--- src/rtl/payphone_pkg.sv ---
package payphone_pkg;

  typedef enum logic [2:0] {
    ST_IDLE      = 3'd0,
    ST_NEED_COIN = 3'd1,
    ST_COIN_HELD = 3'd2,
    ST_BUSY      = 3'd3,
    ST_TALK      = 3'd4,
    ST_ENDED     = 3'd5,
    ST_FAULT     = 3'd6
  } call_st_t;

endpackage

--- src/rtl/pp_sec_counter.sv ---
module pp_sec_counter #(
  parameter int PERIOD_SEC = 60,
  parameter int PROMPT_SEC = 45,
  localparam int CNT_W = $clog2(PERIOD_SEC)
) (
  input  logic clk,
  input  logic rst,
  input  logic clr,
  input  logic inc,
  output logic at_last,
  output logic in_zone,
  output logic zone_nxt
);

  localparam logic [CNT_W-1:0] LAST_V   = CNT_W'(PERIOD_SEC - 1);
  localparam logic [CNT_W-1:0] PROMPT_V = CNT_W'(PROMPT_SEC);

  logic [CNT_W-1:0] cnt_q;
  logic [CNT_W-1:0] cnt_d;

  always_comb begin
    if (clr)      cnt_d = '0;
    else if (inc) cnt_d = cnt_q + 1'b1;
    else          cnt_d = cnt_q;
  end

  always_ff @(posedge clk) begin
    if (rst) cnt_q <= '0;
    else     cnt_q <= cnt_d;
  end

  assign at_last  = (cnt_q == LAST_V);
  assign in_zone  = (cnt_q >= PROMPT_V);
  assign zone_nxt = (cnt_d >= PROMPT_V);


  cnt_range_chk: assert property (@(posedge clk) disable iff (rst)
    cnt_q <= LAST_V)
    else $error("seconds counter beyond period");

endmodule

--- src/rtl/pp_call_fsm.sv ---
module pp_call_fsm
  import payphone_pkg::*;
(
  input  logic clk,
  input  logic rst,
  input  logic off_hook,
  input  logic coin_in,
  input  logic line_busy,
  input  logic line_conn,
  input  logic line_fault,
  input  logic sec_tick,
  input  logic at_last,
  input  logic in_zone,
  output logic nxt_talk,
  output logic nxt_fault,
  output logic cnt_clr,
  output logic cnt_inc,
  output logic ret_ev,
  output logic acc_ev
);

  call_st_t state_q, nxt;
  logic     held_q, held_d;
  logic     topup;

  always_comb begin
    nxt    = state_q;
    held_d = held_q;
    ret_ev = 1'b0;
    acc_ev = 1'b0;
    topup  = 1'b0;
    if (line_fault) begin
      nxt    = ST_FAULT;
      ret_ev = coin_in;
      if (state_q != ST_FAULT)
        held_d = (state_q == ST_COIN_HELD) || (state_q == ST_BUSY);
    end else begin
      unique case (state_q)
        ST_IDLE: begin
          ret_ev = coin_in;
          if (off_hook) nxt = ST_NEED_COIN;
        end
        ST_NEED_COIN: begin
          if (!off_hook) begin
            nxt    = ST_IDLE;
            ret_ev = coin_in;
          end else if (coin_in) begin
            nxt = ST_COIN_HELD;
          end
        end
        ST_COIN_HELD: begin
          if (!off_hook) begin
            nxt    = ST_IDLE;
            ret_ev = 1'b1;
          end else begin
            ret_ev = coin_in;
            if (line_busy) nxt = ST_BUSY;
            else if (line_conn) begin
              nxt    = ST_TALK;
              acc_ev = 1'b1;
            end
          end
        end
        ST_BUSY: begin
          if (!off_hook) begin
            nxt    = ST_IDLE;
            ret_ev = 1'b1;
          end else begin
            ret_ev = coin_in;
          end
        end
        ST_TALK: begin
          if (!off_hook) begin
            nxt    = ST_IDLE;
            ret_ev = coin_in;
          end else if (coin_in) begin
            if (in_zone) begin
              acc_ev = 1'b1;
              topup  = 1'b1;
            end else begin
              ret_ev = 1'b1;
            end
          end else if (sec_tick && at_last) begin
            nxt = ST_ENDED;
          end
        end
        ST_ENDED: begin
          ret_ev = coin_in;
          if (!off_hook) nxt = ST_IDLE;
        end
        ST_FAULT: begin
          ret_ev = coin_in;
          if (!off_hook) begin
            nxt    = ST_IDLE;
            ret_ev = coin_in || held_q;
            held_d = 1'b0;
          end
        end
        default: nxt = ST_IDLE;
      endcase
    end
  end

  always_ff @(posedge clk) begin
    if (rst) begin
      state_q <= ST_IDLE;
      held_q  <= 1'b0;
    end else begin
      state_q <= nxt;
      held_q  <= held_d;
    end
  end

  assign nxt_talk  = (nxt == ST_TALK);
  assign nxt_fault = (nxt == ST_FAULT);
  assign cnt_clr   = (state_q != ST_TALK) || (nxt != ST_TALK) || topup;
  assign cnt_inc   = sec_tick;


  fault_entry_chk: assert property (@(posedge clk) disable iff (rst)
    line_fault |=> (state_q == ST_FAULT))
    else $error("fault did not force out-of-service state");

endmodule

--- src/rtl/pp_out_reg.sv ---
module pp_out_reg (
  input  logic clk,
  input  logic rst,
  input  logic nxt_talk,
  input  logic nxt_fault,
  input  logic zone_nxt,
  input  logic ret_ev,
  input  logic acc_ev,
  output logic coin_return,
  output logic coin_accept,
  output logic call_en,
  output logic topup_prompt,
  output logic out_of_order
);

  always_ff @(posedge clk) begin
    if (rst) begin
      coin_return  <= 1'b0;
      coin_accept  <= 1'b0;
      call_en      <= 1'b0;
      topup_prompt <= 1'b0;
      out_of_order <= 1'b0;
    end else begin
      coin_return  <= ret_ev;
      coin_accept  <= acc_ev;
      call_en      <= nxt_talk;
      topup_prompt <= nxt_talk && zone_nxt;
      out_of_order <= nxt_fault;
    end
  end


  prompt_in_call_chk: assert property (@(posedge clk) disable iff (rst)
    topup_prompt |-> call_en)
    else $error("prompt without a call");


  call_start_paid_chk: assert property (@(posedge clk) disable iff (rst)
    $rose(call_en) |-> coin_accept)
    else $error("call opened without taking a coin");


  fault_no_call_chk: assert property (@(posedge clk) disable iff (rst)
    !(out_of_order && (call_en || coin_accept)))
    else $error("call active while out of service");

endmodule

--- src/rtl/payphone_ctrl.sv ---
module payphone_ctrl #(
  parameter int PERIOD_SEC = 60,
  parameter int PROMPT_SEC = 45
) (
  input  logic clk,
  input  logic rst,
  input  logic off_hook,
  input  logic coin_in,
  input  logic line_busy,
  input  logic line_conn,
  input  logic line_fault,
  input  logic sec_tick,
  output logic coin_return,
  output logic coin_accept,
  output logic call_en,
  output logic topup_prompt,
  output logic out_of_order
);

  logic at_last, in_zone, zone_nxt;
  logic nxt_talk, nxt_fault, cnt_clr, cnt_inc, ret_ev, acc_ev;

  pp_sec_counter #(.PERIOD_SEC(PERIOD_SEC), .PROMPT_SEC(PROMPT_SEC)) u_cnt (
    .clk(clk), .rst(rst), .clr(cnt_clr), .inc(cnt_inc),
    .at_last(at_last), .in_zone(in_zone), .zone_nxt(zone_nxt)
  );

  pp_call_fsm u_fsm (
    .clk(clk), .rst(rst), .off_hook(off_hook), .coin_in(coin_in),
    .line_busy(line_busy), .line_conn(line_conn), .line_fault(line_fault),
    .sec_tick(sec_tick), .at_last(at_last), .in_zone(in_zone),
    .nxt_talk(nxt_talk), .nxt_fault(nxt_fault), .cnt_clr(cnt_clr),
    .cnt_inc(cnt_inc), .ret_ev(ret_ev), .acc_ev(acc_ev)
  );

  pp_out_reg u_out (
    .clk(clk), .rst(rst), .nxt_talk(nxt_talk), .nxt_fault(nxt_fault),
    .zone_nxt(zone_nxt), .ret_ev(ret_ev), .acc_ev(acc_ev),
    .coin_return(coin_return), .coin_accept(coin_accept), .call_en(call_en),
    .topup_prompt(topup_prompt), .out_of_order(out_of_order)
  );


  fault_exit_chk: assert property (@(posedge clk) disable iff (rst)
    $fell(out_of_order) |-> $past(!line_fault && !off_hook))
    else $error("left out-of-service state too early");

endmodule

--- config.mk ---
export PLATFORM = sky130hd
export DESIGN_NAME = payphone_ctrl
export DESIGN_NICKNAME = d
export VERILOG_FILES = /design/src/rtl/payphone_pkg.sv /design/src/rtl/pp_sec_counter.sv /design/src/rtl/pp_call_fsm.sv /design/src/rtl/pp_out_reg.sv /design/src/rtl/payphone_ctrl.sv
export SDC_FILE = /design/constraint.sdc
export NUM_CORES = 1
export LEC_CHECK = 0
export BUFFER_PORTS_ARGS = -buffer_cell sky130_fd_sc_hd__buf_2
export CORE_MARGIN = 8
export CORE_UTILIZATION = 42
export DETAILED_ROUTE_END_ITERATION = 7
export SLEW_MARGIN = 20
export SYNTH_ARGS = -nofsm -noshare
export SYNTH_HDL_FRONTEND = slang
export SYNTH_HIERARCHICAL = 1
export SYNTH_SLANG_ARGS = --single-unit
--- constraint.sdc ---
create_clock -name clk -period 2.5 [get_ports clk]
set_input_delay 0.75 -clock clk [delete_from_list [all_inputs] [get_ports clk]]
set_output_delay 0.75 -clock clk [all_outputs]
set_load 0.05 [all_outputs]
==> metrics.md <==
| Metric | Value |
|---|---|
| Critical Path AT | `2.60 ns` |
| MaxCap Viol Count | `0` |
| Number of setup violations in the final report | `0` |
| WS Path Type | `register to register` |
| Fin Clk Skew | `0.01334 ns` |
| Critical path startpoint | `u_cnt/cnt_q[1]` |
| Fin nets | `137` |
| Worst slew margin | `0.7882` |
| Final critical-path setup slack | `0.1474 ns` |
| Worst slack at placement | `0.02149 ns` |
| Status | `finished clean` |
| Main combinational cell family by area after synthesis | `simple AND/OR/NAND/NOR gates` |
| CP Capture Type | `register` |
| I/O pin count | `13` |
| Fmax | `425.1 MHz` |
| Number of global-route vias before repair | `774` |
| Mux cell area share after synthesis | `0.01055` |
| CP startpoint kind | `register` |
| Hold path depth | `2` |
| TritonCTS clock tree | `done` |
| Fraction of layout cells with a size suffix above 1 | `0.3520` |
| Setup TNS | `0 ns` |
| Final WL | `1948 um` |
| Synth Area per Inst | `8.864 um^2` |
| Final Cycle Share | `0.9410` |
| GP Congestion | `0.8467` |
| First-pass GRT wire length | `3291 um` |
| TritonCTS buffer count | `3` |
| Worst reg2reg path endpoint | `u_out/topup_prompt` |
| RSZ-0062 raised after global routing | `false` |
| Largest net degree at the start of global routing | `16` |
| Predominant post-synthesis flop cell | `dfxtp_1` |
| Overflow left after global routing | `0` |
| DRT iter0 DRCs | `57` |
| Final hold vios | `0` |
| P&R area growth vs syn | `15.17%` |
| Worst-path clk slew | `0.11 ns` |
| Post-synthesis sequential area ratio | `0.3166` |
| Antenna cells | `0` |
| Root buffer cell | `clkbuf_4` |
| Std-Cell Rows | `17` |
| H-tree levels | `1` |
| End of the critical path | `u_out/topup_prompt` |
| Die footprint | `4035 um^2` |
| Critical Path Fanout Max | `4` |
| Hpwl dp | `1460 um` |
| Post-CTS Hold Buffers | `0` |
| Hold Path Class | `register to register` |
| Number of enable-type register cells in the synthesized netlist | `0` |
| Die width | `63.52 um` |
| Worst-Margin Slew | `0.3163 ns` |
| Max-slew violations | `0` |
| Synth Area in Adders | `0.03958` |
| DRC | `0` |
| Cell Area, Synth | `948.4 um^2` |
| Worst reg2reg setup slack | `0.15 ns` |
| Syn nets | `118` |
| Worst-Skew Late Latency | `0.30 ns` |
| Yosys cell types | `42` |
| Synth Area in Compound Gates | `0.1530` |
| Min Tclk post-route | `2.353 ns` |
| Clock sink count | `15` |
| Worst R2R Start | `u_cnt/cnt_q[1]` |
| Avg WL per Cell | `12.73 um` |
| Core area | `2170 um^2` |
| Ys async rst share | `0` |
| DR vias/cell | `5.386` |
| Total GRT Usage | `0.09892` |
| Maximum VDD drop | `216.4 uV` |
| XOR/XNOR share of the synthesized area | `0.03694` |
| Initial antenna violation count | `0` |
| IO buf count | `12` |
| Vert. Die Dim | `63.52 um` |
| Pre-antenna DRT Iters | `4` |
| CTS Buffer Depth | `2` |
| Synth Instances | `107` |
| Pwr dens | `441.6 nW/um^2` |
| Register-to-Register Path Depth | `11` |
| Via count | `824` |
| Post-synthesis simple-gate area fraction | `0.3470` |
| Synth Warn # | `6` |
| Starting Density | `0.4371` |
| DRT antenna net count | `0` |
| Synthesized flop and latch total | `15` |
| Worst path required time | `2.74 ns` |
| Pleak | `0.4588 nW` |
## final cells by class
type                       count  area [um^2]
tap                           28        35.03
timing repair buffer          22        135.1
inverter                       6        22.52
clock buffer                   3        22.52
multi-input combinational     78        564.3
fill                         223         1077
sequential                    15        307.8
clock inverter                 1        5.005
## power by group
part	switching (mW)	internal, mW	total (mW)	leakage [nW]
Combinational	0.0504	0.0352	0.0857	0.317
Sequential	0.00372	0.244	0.247	0.124
Clock	0.0898	0.0597	0.149	0.0177
Total	0.144	0.338	0.482	0.459
## synthesized netlist by cell type, drive strengths merged, types with 3 or more instances
library cell | number | area, um^2
a21oi | 4 | 20.02
dfxtp | 15 | 300.3
ha | 3 | 37.54
nor3 | 7 | 35.03
nand4 | 4 | 31.28
nand2 | 7 | 26.28
and3b | 3 | 28.78
nor2 | 7 | 28.78
a31oi | 4 | 25.02
buf | 5 | 36.28
o21ai | 6 | 30.03
nor3b | 4 | 30.03
xor2 | 3 | 26.28
inv | 6 | 22.52
and2b | 4 | 35.03
clkbuf | 3 | 32.53
## kinds of logic after synthesis
| family | Yosys count |
|---|---|
| AOI/OAI and AO/OA | 21 |
| xor gates and xnor gates | 4 |
| adders and majority gates | 3 |
| buffers and inverters | 14 |
| DFF | 15 |
| muxes | 1 |
| and+or+nand+nor | 49 |
## routing by layer
layer | up-vias | global-route usage | wire length [um]
li1 | 416 | - | -
met1 | 383 | 0.1137 | 872
met2 | 22 | 0.1660 | 944
met3 | 3 | 0.02297 | 97
met4 | 0 | 0.05014 | 34
met5 | - | 0 | 0
## layout by cell type (no fill, tap or decap), types with 4 or more instances in the layout
master    n
nor2_1    5
inv_1     6
buf_4    10
buf_2    12
dfxtp_1  13
a21oi_1   4
a31oi_1   4
o21ai_0   4
nor3_1    7
and2b_2   4
nand2_1   7
## stage by stage
step                total power [mW]  hold WS [ns]  instances    util  area, um^2
finish                        0.4824        0.5697        153  0.5035        1092
global placement              0.3393        0.5693        147  0.4769        1035
global route                  0.5052        0.6224        153  0.5035        1092
floorplan                     0.3179        0.5332        107       -       959.7
detailed placement            0.3395        0.5777        147  0.4769        1035
CTS                           0.4890        0.5918        151  0.4896        1062
## sequential cells by signal (all words and copies together), names as in the netlist
signal              count
u_cnt/cnt_q             6
u_fsm/held_q            1
u_fsm/state_q           3
u_out/call_en           1
u_out/coin_accept       1
u_out/coin_return       1
u_out/out_of_order      1
u_out/topup_prompt      1
## timing repair
| action | CTS | global route |
|---|---|---|
| endpoints found under the setup margin | 0 | 1 |
| setup buffers | 0 | 2 |
| gates resized for setup | 0 | 6 |
## worst min-delay path by stage
stage / start / end / slack [ns]
global route: u_cnt/cnt_q[5] / u_cnt/cnt_q[5] / 0.62
CTS: u_cnt/cnt_q[5] / u_cnt/cnt_q[5] / 0.59
finish: u_cnt/cnt_q[0] / u_cnt/cnt_q[0] / 0.57
detailed placement: u_cnt/cnt_q[5] / u_cnt/cnt_q[5] / 0.58
global placement: u_cnt/cnt_q[1] / u_cnt/cnt_q[1] / 0.57
floorplan: u_cnt/cnt_q[5] / u_cnt/cnt_q[5] / 0.53
## worst max-delay path, cell delays in order, from the launching register on
cell and delay, ns:
dfxtp_4 0.37, inv_1 0.06, ha_1 0.16, nand2b_1 0.13, a31oi_1 0.16, nor2b_1 0.08
nand4b_1 0.10, nor3b_2 0.16, nand3b_1 0.11, or4_4 0.54, a221oi_2 0.22, and3b_2 0.20
Power figures use the tool's default switching activity.
